File: src/rtl/adc_seq_pkg.sv
package adc_seq_pkg;

  localparam int CFG_W     = 32;
  localparam int MUX_W     = 4;
  localparam int CODE_W    = 3;
  localparam int RES_W     = 16;
  localparam int BASE_BITS = 7;
  localparam int CNT_W     = 14;

  typedef enum logic [1:0] {ST_IDLE, ST_SETTLE, ST_CONV} seq_state_e;

  // Conversion clocks for a length code, optionally doubled.
  function automatic logic [CNT_W-1:0] conv_ticks(input logic [CODE_W-1:0] code,
                                                  input logic dbl);
    logic [CNT_W-1:0] t;
    t = CNT_W'(32) << code;
    if (dbl) t = t << 1;
    return t;
  endfunction

  // Keep the top 7+code bits of a left-justified sample.
  function automatic logic [RES_W-1:0] res_mask(input logic [CODE_W-1:0] code);
    int sh;
    sh = RES_W - BASE_BITS - int'(code);
    return {RES_W{1'b1}} << sh;
  endfunction

  function automatic logic mux_code_ok(input logic [MUX_W-1:0] c);
    return !((c == 4'h6) || (c == 4'h7) || (c >= 4'hC));
  endfunction

endpackage

File: src/rtl/adc_seq_cfg.sv
module adc_seq_cfg
  import adc_seq_pkg::*;
#(
  parameter logic [CFG_W-1:0] RESET_VAL = 32'h0000_1800
) (
  input  logic             clk,
  input  logic             rst_n,
  input  logic             we,
  input  logic [CFG_W-1:0] wdata,
  output logic [CFG_W-1:0] cfg,
  output logic             err,
  output logic             start,
  output logic             stop,
  output logic             change
);

  logic codes_ok;

  assign codes_ok = mux_code_ok(wdata[10:7]) && mux_code_ok(wdata[6:3]);
  assign start    = we && !cfg[0] && wdata[0];
  assign stop     = we && cfg[0] && !wdata[0];
  assign change   = we && cfg[0] && wdata[0] && (wdata != cfg);

  always_ff @(posedge clk or negedge rst_n) begin
    if (!rst_n) begin
      cfg <= RESET_VAL;
      err <= 1'b0;
    end else if (we) begin
      cfg <= wdata;
      err <= !codes_ok;
    end
  end

  AST_ERR_SET: assert property (@(posedge clk) disable iff (!rst_n)
    (we && !codes_ok) |=> err);
  AST_ERR_CLEAR: assert property (@(posedge clk) disable iff (!rst_n)
    (we && codes_ok) |=> !err);
  AST_SAME_WRITE_QUIET: assert property (@(posedge clk) disable iff (!rst_n)
    (we && (wdata == cfg)) |-> !(change || start || stop));

endmodule

File: src/rtl/adc_seq_tickgen.sv
module adc_seq_tickgen #(
  parameter int FAST_DIV = 2,
  parameter int SLOW_DIV = 12
) (
  input  logic clk,
  input  logic rst_n,
  input  logic run,
  input  logic restart,
  input  logic slow,
  output logic tick
);

  localparam int DIV_W = $clog2(SLOW_DIV + 1);

  logic [DIV_W-1:0] div_cnt;
  logic [DIV_W-1:0] div_last;

  assign div_last = slow ? DIV_W'(SLOW_DIV - 1) : DIV_W'(FAST_DIV - 1);
  assign tick     = run && (div_cnt == div_last);

  always_ff @(posedge clk or negedge rst_n) begin
    if (!rst_n)                 div_cnt <= '0;
    else if (restart || !run)   div_cnt <= '0;
    else if (div_cnt >= div_last) div_cnt <= '0;
    else                        div_cnt <= div_cnt + 1'b1;
  end

  AST_DIV_RANGE: assert property (@(posedge clk) disable iff (!rst_n)
    div_cnt < DIV_W'(SLOW_DIV));
  AST_TICK_SPACING: assert property (@(posedge clk) disable iff (!rst_n)
    (tick && !slow && !restart) |=> !tick);

endmodule

File: src/rtl/adc_seq_ctrl.sv
module adc_seq_ctrl
  import adc_seq_pkg::*;
#(
  parameter int SETTLE_TICKS = 21
) (
  input  logic              clk,
  input  logic              rst_n,
  input  logic              start,
  input  logic              stop,
  input  logic              change,
  input  logic [CODE_W-1:0] code,
  input  logic              tick,
  input  logic [RES_W-1:0]  sample,
  output seq_state_e        state,
  output logic              restart,
  output logic              done,
  output logic [RES_W-1:0]  result
);

  logic [CNT_W-1:0] cnt;
  logic             dbl;
  logic [CNT_W-1:0] target;
  logic             settle_end;
  logic             conv_end;
  logic             conv_change;

  assign target      = conv_ticks(code, dbl);
  assign conv_change = change && (state == ST_CONV);
  assign restart     = start || conv_change;
  assign settle_end  = (state == ST_SETTLE) && tick && (cnt == CNT_W'(SETTLE_TICKS - 1));
  assign conv_end    = (state == ST_CONV) && tick && !conv_change && (cnt == target - 1'b1);

  always_ff @(posedge clk or negedge rst_n) begin
    if (!rst_n) begin
      state  <= ST_IDLE;
      cnt    <= '0;
      dbl    <= 1'b0;
      done   <= 1'b0;
      result <= '0;
    end else begin
      done <= 1'b0;
      if (stop) begin
        state <= ST_IDLE;
        cnt   <= '0;
      end else begin
        unique case (state)
          ST_IDLE: if (start) begin
            state <= ST_SETTLE;
            cnt   <= '0;
            dbl   <= 1'b1;
          end
          ST_SETTLE: if (settle_end) begin
            state <= ST_CONV;
            cnt   <= '0;
          end else if (tick) begin
            cnt <= cnt + 1'b1;
          end
          ST_CONV: if (conv_change) begin
            cnt <= '0;
            dbl <= 1'b1;
          end else if (conv_end) begin
            cnt    <= '0;
            dbl    <= 1'b0;
            done   <= 1'b1;
            result <= sample & res_mask(code);
          end else if (tick) begin
            cnt <= cnt + 1'b1;
          end
          default: state <= ST_IDLE;
        endcase
      end
    end
  end

  AST_START_SETTLE: assert property (@(posedge clk) disable iff (!rst_n)
    start |=> (state == ST_SETTLE) && (cnt == '0) && dbl);
  AST_DONE_PULSE: assert property (@(posedge clk) disable iff (!rst_n)
    done |=> !done);
  AST_DONE_IN_CONV: assert property (@(posedge clk) disable iff (!rst_n)
    done |-> (state == ST_CONV));
  AST_RESULT_MASK: assert property (@(posedge clk) disable iff (!rst_n)
    done |-> ((result & ~res_mask(code)) == '0));
  AST_RESULT_HOLD: assert property (@(posedge clk) disable iff (!rst_n)
    !done |-> $stable(result));
  AST_STOP_ABORT: assert property (@(posedge clk) disable iff (!rst_n)
    stop |=> (state == ST_IDLE) && !done);
  AST_CHANGE_RESTART: assert property (@(posedge clk) disable iff (!rst_n)
    conv_change |=> dbl && (cnt == '0) && !done);

endmodule

File: src/rtl/adc_seq.sv
module adc_seq
  import adc_seq_pkg::*;
#(
  parameter int FAST_DIV     = 2,
  parameter int SLOW_DIV     = 12,
  parameter int SETTLE_TICKS = 21
) (
  input  logic        clk,
  input  logic        rst_n,
  input  logic        reg_we,
  input  logic [31:0] reg_wdata,
  output logic [31:0] reg_rdata,
  input  logic [15:0] sample_in,
  output logic [3:0]  sel_pos,
  output logic [3:0]  sel_neg,
  output logic        conv_done,
  output logic [15:0] result
);

  logic [CFG_W-1:0] cfg;
  logic             err;
  logic             start;
  logic             stop;
  logic             change;
  logic             tick;
  logic             restart;
  logic             run;
  logic             slow;
  seq_state_e       state;

  adc_seq_cfg u_cfg (
    .clk    (clk),
    .rst_n  (rst_n),
    .we     (reg_we),
    .wdata  (reg_wdata),
    .cfg    (cfg),
    .err    (err),
    .start  (start),
    .stop   (stop),
    .change (change)
  );

  assign run  = (state != ST_IDLE);
  assign slow = (state == ST_SETTLE) || cfg[2];

  adc_seq_tickgen #(
    .FAST_DIV (FAST_DIV),
    .SLOW_DIV (SLOW_DIV)
  ) u_tick (
    .clk     (clk),
    .rst_n   (rst_n),
    .run     (run),
    .restart (restart),
    .slow    (slow),
    .tick    (tick)
  );

  adc_seq_ctrl #(
    .SETTLE_TICKS (SETTLE_TICKS)
  ) u_ctrl (
    .clk     (clk),
    .rst_n   (rst_n),
    .start   (start),
    .stop    (stop),
    .change  (change),
    .code    (cfg[15:13]),
    .tick    (tick),
    .sample  (sample_in),
    .state   (state),
    .restart (restart),
    .done    (conv_done),
    .result  (result)
  );

  assign reg_rdata = {err, cfg[30:0]};
  assign sel_pos   = cfg[10:7];
  assign sel_neg   = cfg[6:3];

  AST_SEL_FOLLOWS: assert property (@(posedge clk) disable iff (!rst_n)
    reg_we |=> (sel_pos == $past(reg_wdata[10:7])) && (sel_neg == $past(reg_wdata[6:3])));
  AST_IDLE_NO_DONE: assert property (@(posedge clk) disable iff (!rst_n)
    !reg_rdata[0] |-> !conv_done);

endmodule

File: config.mk
export PLATFORM = sky130hd
export DESIGN_NAME = adc_seq
export DESIGN_NICKNAME = d
export VERILOG_FILES = /design/src/rtl/adc_seq_pkg.sv /design/src/rtl/adc_seq_cfg.sv /design/src/rtl/adc_seq_tickgen.sv /design/src/rtl/adc_seq_ctrl.sv /design/src/rtl/adc_seq.sv
export SDC_FILE = /design/constraint.sdc
export NUM_CORES = 1
export LEC_CHECK = 0
export BUFFER_PORTS_ARGS = -buffer_cell sky130_fd_sc_hd__buf_4
export CAP_MARGIN = 20
export CORE_ASPECT_RATIO = 1.2
export CORE_MARGIN = 4
export CORE_UTILIZATION = 50
export CTS_BUF_LIST = sky130_fd_sc_hd__clkbuf_8
export CTS_CLUSTER_SIZE = 10
export DETAILED_ROUTE_END_ITERATION = 8
export HOLD_SLACK_MARGIN = 0.15
export PLACE_DENSITY = 0.84
export SETUP_SLACK_MARGIN = 0.2
export SLEW_MARGIN = 10
export SYNTH_ARGS = -nofsm -noshare
export SYNTH_HDL_FRONTEND = slang
export SYNTH_SLANG_ARGS = --single-unit
File: constraint.sdc
create_clock -name clk -period 3.5 [get_ports clk]
set_clock_uncertainty 0.1 [all_clocks]
set_input_delay 0.35 -clock clk [delete_from_list [all_inputs] [get_ports clk]]
set_output_delay 0.35 -clock clk [all_outputs]
set_load 0.05 [all_outputs]
==> Yosys cells after proc, flatten, opt, wreduce, memory -nomap -nowiden <==
Cells that the tools add are included.
Widths: inputs -> output; s select.
{ "word_totals": {"output_inout_bits": 57, "mem_bits_rw": 0, "ff_bits": 71, "mem_bits_ro": 0, "n_memories": 0, "inputBits": 51, "latch_bits": 0} }
{ "op_classes": {"mux": 23, "n_eq_ne": 15, "multipliers": 0, "n_lt_le_gt_ge": 3, "n_addsub": 4, "shift": 2, "reduce_logical": 36, "div": 0, "bitwise": 3} }
{ "op_table": {"columns": ["operator", "count"], "rows": [
  ["$mux 14", 7],
  ["$pmux 14 s3", 1],
  ["$ne 32x32->1", 1],
  ["$shl 16x32->16 const A", 1],
  ["$and 16x16->16", 1],
  ["$eq 4x3->1 const B", 4],
  ["$add 14x1->14 const B", 1],
  ["$eq 14x14->1", 1],
  ["$eq 14x5->1 const B", 1],
  ["$logic_and 1x1->1", 14],
  ["$shl 6x3->14 const A", 1],
  ["$sub 14x1->14 const B", 1],
  ["$mux 4", 3],
  ["$ge 4x4->1 const B", 2],
  ["$reduce_and 4->1", 2],
  ["$logic_not 1->1", 7],
  ["$logic_or 1x1->1", 7],
  ["$mux 1", 7],
  ["$mux 2", 3],
  ["$ne 3x2->1 const B", 2],
  ["$pmux 2 s3", 1],
  ["$sub 4x3->5 const A", 1],
  ["$add 4x1->4 const B", 1],
  ["$eq 4x4->1", 1],
  ["13 further kinds", 15]
]} }

==> Depth between registers and ports, before layout <==
Gate-level depths: netlist of the first run.
{ "depth": {"depth_word": 12, "mapped_depth": 15, "mapped_depth_nobuf": 11} }

==> Hierarchy <==
A second synthesis of the first run with hierarchy kept.
{ "hier_totals": {"cells_unflattened": 411, "area_unflattened_um2": 4340.4} }
{ "by_module_without_submodules": {"columns": ["module", "instances", "cells_each", "area_each_um2", "seq_area_each_um2"], "rows": [
  ["adc_seq_ctrl", 1, 256, 2402.3, 850.8],
  ["adc_seq_cfg", 1, 121, 1616.6, 828.3],
  ["adc_seq_tickgen", 1, 22, 236.5, 100.1],
  ["adc_seq", 1, 12, 85.1, 0.0]
]} }

==> Least setup slack after synthesis of the first run <==
No wires, ideal clock.
{ "synth_path": {"path_type": "reg-to-reg", "start": "register u_cfg.cfg[14]", "end": "register u_ctrl.cnt[3]", "path_buffers": 2, "arrival_time_ns": 3.027, "synth_period_minus_slack_ns": 3.251, "t_required_ns": 3.276, "setup_ns": 0.124, "path_stages_with_launch": 13, "setup_slack_ns": 0.249, "path_cell_list": "dfrtp_1 or4_4 ha_1 clkbuf_1 or3_1 nor3_1 a221oi_1 xnor2_1 nand4bb_1 a31oi_1 buf_2 nor3_1 a211o_1"} }
{ "synth_between": {"elab_chain_cells": 10} }
{ "synth_rtl": {"columns": ["item", "line", "source"], "rows": [
  ["start: declaration", "adc_seq_cfg.sv:10", "output logic [CFG_W-1:0] cfg,"],
  ["start signal: assignment", "adc_seq_cfg.sv:29", "cfg <= wdata;"],
  ["parallel branches: the longest is 7 deep, another holds $sub 14x1->14", null, null],
  ["$mux 14 (*)", "adc_seq_ctrl.sv:58", "ST_CONV: if (conv_change) begin"],
  ["$pmux 14 s3 (*)", "adc_seq_ctrl.sv:46", "unique case (state)"],
  ["$mux 14 (*)", "adc_seq_ctrl.sv:42", "if (stop) begin"],
  ["end signal: assignment", "adc_seq_ctrl.sv:56", "cnt <= cnt + 1'b1;"],
  ["end signal: assignment", "adc_seq_ctrl.sv:67", "cnt <= cnt + 1'b1;"],
  ["end: declaration", "adc_seq_ctrl.sv:20", "logic [CNT_W-1:0] cnt;"]
]} }
Mark *: on every way between the ends.
A chain may end at the register's enable or synchronous reset.

==> Final worst setup path of the first run <==
{ "layout_path": {"start": "register u_cfg.cfg[14]", "end": "register u_ctrl.result[3]"} }
{ "layout_between": {"elab_chain_cells": 7} }
{ "layout_rtl": {"columns": ["item", "line", "source"], "rows": [
  ["parallel branches: the longest is 7 deep, another holds $sub 14x1->14", null, null],
  ["end signal: assignment", "adc_seq_ctrl.sv:65", "result <= sample & res_mask(code);"],
  ["end: declaration", "adc_seq_ctrl.sv:17", "output logic [RES_W-1:0] result"]
]} }
Several ways; the timed one is not identified.

==> metrics, run 1 <==
reg2reg start u_cfg.cfg[14]; Post-Synthesis Cells 448; grt met3 use 5.50%; worst hold stages 3; hold_sp sample_in[6]; final hold violations 0; share of the synthesized area in the top cell type 39.7%; Via density 5.74; CTS tree done; setup violators final 0; simple-gate share of the synthesized area 18.1%; # rows 37; Yosys warning count 0; R2R setup slack 0.04 ns; Crit. End Element flip-flop; layout cells sized above 1 36.3%; Core ar. 8520 µm²; type of origin of the critical path flip-flop; Initial Util 51.0%; n_diodes 0; total power draw 0.00257 W; critical path arrival 3.63 ns; WHS Endpoint u_ctrl.result[6]; Root Buffer clkbuf_8; #FFs+latches synth 71; RSZ-0062 raised after global routing yes; initial antenna violation count 0; fin util 68.5%; multiplexer share of the synthesized area 9.01%; I/O pins roughly 110; largest net degree at the start of global routing 72; FF-to-FF path depth 12; M1 GR Usage 25.4%; commonest register cell after synthesis dfrtp_1; PD cells approximately 440 nW/µm²; Synth Cell Area about 4300 µm²; worst setup margin 0.0371 ns; Die ar. 10300 µm²; CTS buffer count 9; sequential share of the synthesized area 40.9%; GRT Overall Usage about a quarter; Yosys cell types 51; DRT Wirelength roughly 13000 µm; Area Growth Syn to Fin 34.3%; Nets 626; CP Max Fanout 5; GR Util met2 between 40% and 50%; Leak Pwr between 2 and 3 nW; largest family of logic cells by synthesized area simple AND/OR/NAND/NOR gates; Post-Syn Nets 511; fmax 0.289 GHz; CP Data Required Time 3.67 ns; Worst-Margin Slew 0.931 ns; vias in the first global route 3992; reg2reg end u_ctrl.result[3]; Slew Viols, Final 0; XOR/XNOR share of the synthesized area 8.47%; TNS Setup 0 ns; CTS Sinks between 70 and 80; Max Root-Sink Buffers 2; initial DRC count 223; PortBufs 106; min Tclk post-route 3.46 ns; WS Path Type flip-flop to flip-flop; DRC 0; largest cells by area after synthesis dfrtp_1 40%, mux2_2 7.8%, xnor2_1 7.5%; Die H 110 µm; vias about 4000; Max-Cap Viols 0; Synth Area in Adders 3.46%; drt pass-1 iters 7; H-Tree Level Count 3; post-DR wirelength/cell between 15 and 20 µm; syn avg cell area 9.70 µm²; Placer Congestion 0.906; global-route wire length before repair between 15000 and 20000 µm; worst-skew pair later-pin latency between 0.3 and 0.4 ns; DPL Wire Length approximately 7300 µm; asr flop ratio synth 100%; fin crit share 98.9%; grt ovf 0; Antenna Nets Post-Route 0; Most Used Layer, Global Route met2; Hold Path Class input pin to flip-flop; number of synthesized flops with an enable pin 0; Slew HR 37.9%; Clk pin slew, worst setup/hold paths 0.08 ns; DIE WIDTH 93.1 µm; Max rail drop VDD 0.343 mV; worst slack, placed 0.0896 ns; Compound-Gate Fraction of Synth Area 10.5%; biggest area consumer among synthesized cells dfrtp_1; status completed
## per-stage QoR
step	hold WS [ns]	instance area, µm²	std cells
2_1_floorplan	-0.0456	4350	448
3_3_place_gp	0.367	4970	620
3_5_place_dp	0.377	4970	620
4_1_cts	0.151	5600	677
5_1_grt	0.152	5840	685
6_report	0.155	5840	685
## worst max-delay path, stage by stage, from the launching register on
cell	delay, ns
dfrtp_1	0.39
or4_4	0.57
ha_4	0.19
buf_6	0.12
a21bo_2	0.23
nor3_1	0.07
a211oi_2	0.35
xnor2_2	0.14
nand4bb_4	0.27
or3_4	0.43
buf_4	0.17
buf_4	0.14
o21ai_0	0.20
## metal layers
layer  routed length [µm]  vias to the layer above  share of wire (%)
met5                    0                        -                  0
met4                  571                        0                4.5
met3                  961                       51                7.6
met2                 6640                      213                 52
met1                 4510                     1913                 36
li1                     -                     1758                  -
## sequential cells by signal (all words and copies together) (netlist names)
signal / flops
u_ctrl.state: 2
u_ctrl.cnt: 14
u_cfg.cfg: 32
u_ctrl.result: 16
u_ctrl.done: 1
u_ctrl.dbl: 1
u_cfg.err: 1
u_tick.div_cnt: 4
## kinds of logic after synthesis
family                   Yosys count
buffers and inverters             69
adder cells (fa/ha/maj)           12
AO/OA/AOI/OAI                     71
multiplexers                      35
AND/OR/NAND/NOR                  148
flip-flops                        71
XOR/XNOR                          42
## worst max path at each step
stage	start	endpoint	slack [ns]	cells after the start
after floorplan	u_cfg.cfg[14]	u_ctrl.cnt[3]	0.25	12
after CTS	u_cfg.cfg[13]	u_ctrl.result[10]	0.18	12
after global placement	u_cfg.cfg[13]	u_ctrl.result[7]	0.20	11
after global routing	u_cfg.cfg[15]	u_ctrl.result[3]	-0.02	14
final	u_cfg.cfg[14]	u_ctrl.result[3]	0.04	12
after detailed placement	u_cfg.cfg[13]	u_ctrl.result[10]	0.09	12
## Yosys cell counts, drive strengths merged (5+ instances only)
cell type,instances
nor2,21
nor4,7
nand4,11
a21o,9
ha,12
xnor2,37
nor3b,7
o21ai,35
nor3,9
nand3,10
and3,7
inv,8
or3,6
xor2,5
dfrtp,69
mux2,33
buf,49
nand2,46
clkbuf,12
## area by class of cell
type	count	area, µm²
well taps	117	146
flip-flops and latches	71	1780
fillers	623	2680
clock inverters	5	32.5
multi-input cells	308	2310
inverters	8	33.8
repair buffers	165	1380
clock buffers	11	151
## power by group
group / internal (W) / total [W] / switching (W) / leakage, nW
clock: 0.000293 / 0.000627 / 0.000334 / 0.0873
sequential: 0.000881 / 0.000944 / 0.0000627 / 0.905
combinational: 0.000395 / 0.000998 / 0.000603 / 1.66
total: 0.00157 / 0.00257 / 0.00100 / 2.66
## timing repair
item	4_1_cts	5_1_grt
hold buffers	39	1
gates cloned	2	1
endpoints found under the hold margin	107	1
setup endpoints to repair	16	32
resized for setup	5	47
pin swaps	2	16
setup buffers	0	6
## layout by cell type, fill, tap and decap left out, types with 5 or more instances in the layout
cell type      netlist  routed
a21o_1               9       9
and3_1               7       7
buf_4               40     117
buf_6                0       5
clkbuf_8             0      11
dfrtp_1             69      69
dlygate4sd3_1        0      40
ha_1                12      11
inv_1                8       7
mux2_2              30      29
nand2_1             46      42
nand3_1             10      10
nand4_1             11      11
nor2_1              21      19
nor3_1               9       5
nor3b_1              7       7
nor4_1               6       6
o21ai_0             25      22
o21ai_1             10       9
xnor2_1             37      36
xor2_1               5       5
No activity file was read; power rests on OpenSTA's default activity.
==> run 2: changes to the inputs <==
--- a/config.mk
+++ b/config.mk
@@ -14,7 +14,8 @@
 export CTS_CLUSTER_SIZE = 10
 export DETAILED_ROUTE_END_ITERATION = 8
 export HOLD_SLACK_MARGIN = 0.15
-export PLACE_DENSITY = 0.84
+export PLACE_DENSITY_LB_ADDON = 0.05
+export REMOVE_ABC_BUFFERS = 1
 export SETUP_SLACK_MARGIN = 0.2
 export SLEW_MARGIN = 10
 export SYNTH_ARGS = -nofsm -noshare
==> metrics, run 2 (synthesis gave the netlist of run 1 again) <==
Die ar. 10300 µm² (unchanged); CTS Sinks 71 (unchanged); hold_sp reg_wdata[24]; largest register by flop count u_cfg.cfg; WS Path Type flip-flop to flip-flop; DPL Wire Length 7050 µm (-4.0%); RSZ-0062 raised after global routing yes; grt ovf 0 (unchanged); fin crit share 95.5% (-3.4 points); Hold Path Class input pin to flip-flop; DRT Wirelength 10700 µm (-15%); area of the multi-input gates 2310 µm² (-0.22%); PD cells 446 nW/µm² (+1.3%); Most Used Layer, Global Route met2; Via density 5.31 (-7.6%); initial antenna violation count 0 (unchanged); CP Data Required Time 3.63 ns (-0.04 ns); commonest non-fill, non-tap cells in the layout 120 x buf_4, 69 x dfrtp_1, 42 x dlygate4sd3_1; drt pass-1 iters 6 (-1); Initial Util 51.0% (unchanged); Seq. cell area 1780 µm² (unchanged); Placer Congestion 0.815 (-10%); Antenna Nets Post-Route 0 (unchanged); Slew HR 39.3% (+1.3 points); Crit. End Element flip-flop; CTS tree done; Max-Cap Viols 0 (unchanged); post-DR wirelength/cell 15.5 µm (-16%); most used cell, CP or3_4; FF-to-FF path depth 13 (+1); # rows 37 (unchanged); max FFs per register 32 (unchanged); I/O pins 108 (unchanged); initial DRC count 119 (-47%); Worst path max stage delay 0.56 ns (about the same); fmax 0.299 GHz (+3.6%); WHS Endpoint u_cfg.cfg[24]; GR Util met2 38.3% (-5.2 points); worst hold stages 2 (-1); vias in the first global route 3791 (-5.0%); Top Registers u_cfg.cfg: 32 flops, u_ctrl.result: 16 flops, u_ctrl.cnt: 14 flops; final hold violations 0 (unchanged); total power draw 0.00267 W (+3.9%); Nets 634 (+1.3%); Root Buffer clkbuf_8; Core ar. 8520 µm² (unchanged); min Tclk post-route 3.34 ns (-0.121 ns); TNS Setup 0 ns (unchanged); Area Growth Syn to Fin 37.7%; Leak Pwr 2.75 nW (+3.4%); Max Root-Sink Buffers 2 (unchanged); Clk pin slew, worst setup/hold paths 0.08 ns (about the same); worst-path cell chain or4_4 > ha_4 > buf_6 > or3_4 > nor3_4 > a221oi_2 > xnor2_1 > nand4bb_4 > or3_4 > buf_4 > buf_16 > nand2_1 > o21ai_1; setup violators final 0 (unchanged); vias 3680 (-6.5%); status completed; worst setup margin 0.158 ns (+0.121 ns); fin util 70.3% (+1.8 points); Worst-Margin Slew 0.911 ns (-0.0197 ns); Die H 110 µm (unchanged); critical path arrival 3.47 ns (-0.16 ns); commonest non-fill, non-tap cell in the layout buf_4; worst slack, placed 0.148 ns (+0.0583 ns); worst-skew pair later-pin latency 0.35 ns (about the same); DIE WIDTH 93.1 µm (unchanged); Max rail drop VDD 0.331 mV (-3.7%); DRC 0 (unchanged); reg2reg start u_cfg.cfg[13]; R2R setup slack 0.16 ns (+0.12 ns); CTS buffer count 9 (unchanged); grt met3 use 5.50% (unchanged); Filler cells 683 (+9.6%); reg2reg end u_ctrl.result[14]; M1 GR Usage 23.2% (-2.2 points); GRT Overall Usage 21.1% (-2.6 points); n_diodes 0 (unchanged); largest net degree at the start of global routing 72 (unchanged); Slew Viols, Final 0 (unchanged); PortBufs 106 (unchanged); global-route wire length before repair 17200 µm (-10%); type of origin of the critical path flip-flop; layout cells sized above 1 36.6% (+0.36 points); CP Max Fanout 14 (+9); CP max stage cell or4_4; H-Tree Level Count 3 (unchanged)
[run 2: cell count changes in the layout (fill, tap and decap cells not counted), moves of 3 or more]
cell       before  now
o21ai_0        22   12
o21ai_1         9   14
o21ai_2         4    9
nor3_2          4    0
buf_4         117  120
clkbuf_16       0    3
[run 2: per-stage QoR]
stage / std cells / hold slack, ns / instance area [µm²]
after global placement: 621 / 0.368 / 5010
after global routing: 693 / 0.162 / 5990
after CTS: 681 / 0.151 / 5700
final: 693 / 0.166 / 5990
after detailed placement: 621 / 0.376 / 5010
after floorplan: 387 / -0.0456 / 3960
[run 2: worst max-delay path, delay by kind of cell, from the launching register on]
kind / cells / cell delay [ns]
adder cells (fa/ha/maj): 1 / 0.18
AND/OR/NAND/NOR: 6 / 1.83
flip-flops: 1 / 0.39
buffers and inverters: 3 / 0.43
AO/OA/AOI/OAI: 2 / 0.13
XOR/XNOR: 1 / 0.15
[run 2: metal layers]
metal  routed length [µm]  share of wire [%]  up-vias
met5                    0                  0        -
met3                  653                6.1       27
li1                     -                  -     1784
met1                 4290                 40     1748
met2                 5490                 51      121
met4                  297                2.8        0
[run 2: what timing repair did]
action                                  CTS  global route
resized for setup                         8            46
hold endpoints to repair                109             1
endpoints found under the setup margin    6            30
setup buffers                             2             7
gates cloned                              1             4
hold buffers                             41             1
pin swaps                                 1            22
[run 2: worst max path at each step]
stage / startpoint / to / slack, ns / cells past startpoint
3_5_place_dp: u_cfg.cfg[13] / u_ctrl.result[15] / 0.15 / 11
4_1_cts: u_cfg.cfg[13] / u_ctrl.result[15] / 0.17 / 11
6_report: u_cfg.cfg[13] / u_ctrl.result[14] / 0.16 / 13
2_1_floorplan: u_cfg.cfg[14] / u_ctrl.cnt[0] / -0.76 / 10
5_1_grt: u_cfg.cfg[13] / u_ctrl.result[14] / 0.05 / 13
3_3_place_gp: u_cfg.cfg[13] / u_ctrl.result[15] / 0.22 / 11
[run 2: power breakdown]
part           switching, W  internal, W
clock              0.000320     0.000345
sequential        0.0000593     0.000881
combinational      0.000600     0.000463
total              0.000980      0.00169
[run 2: area by class of cell]
type / instances / area share [%]
Multi-Input combinational cell: 308 / 38.5
Sequential cell: 71 / 29.7
Timing Repair Buffer: 173 / 25.5
Tap cell: 117 / 2.45
Clock buffer: 10 / 2.30
Clock inverter: 6 / 1.02
Inverter: 8 / 0.502
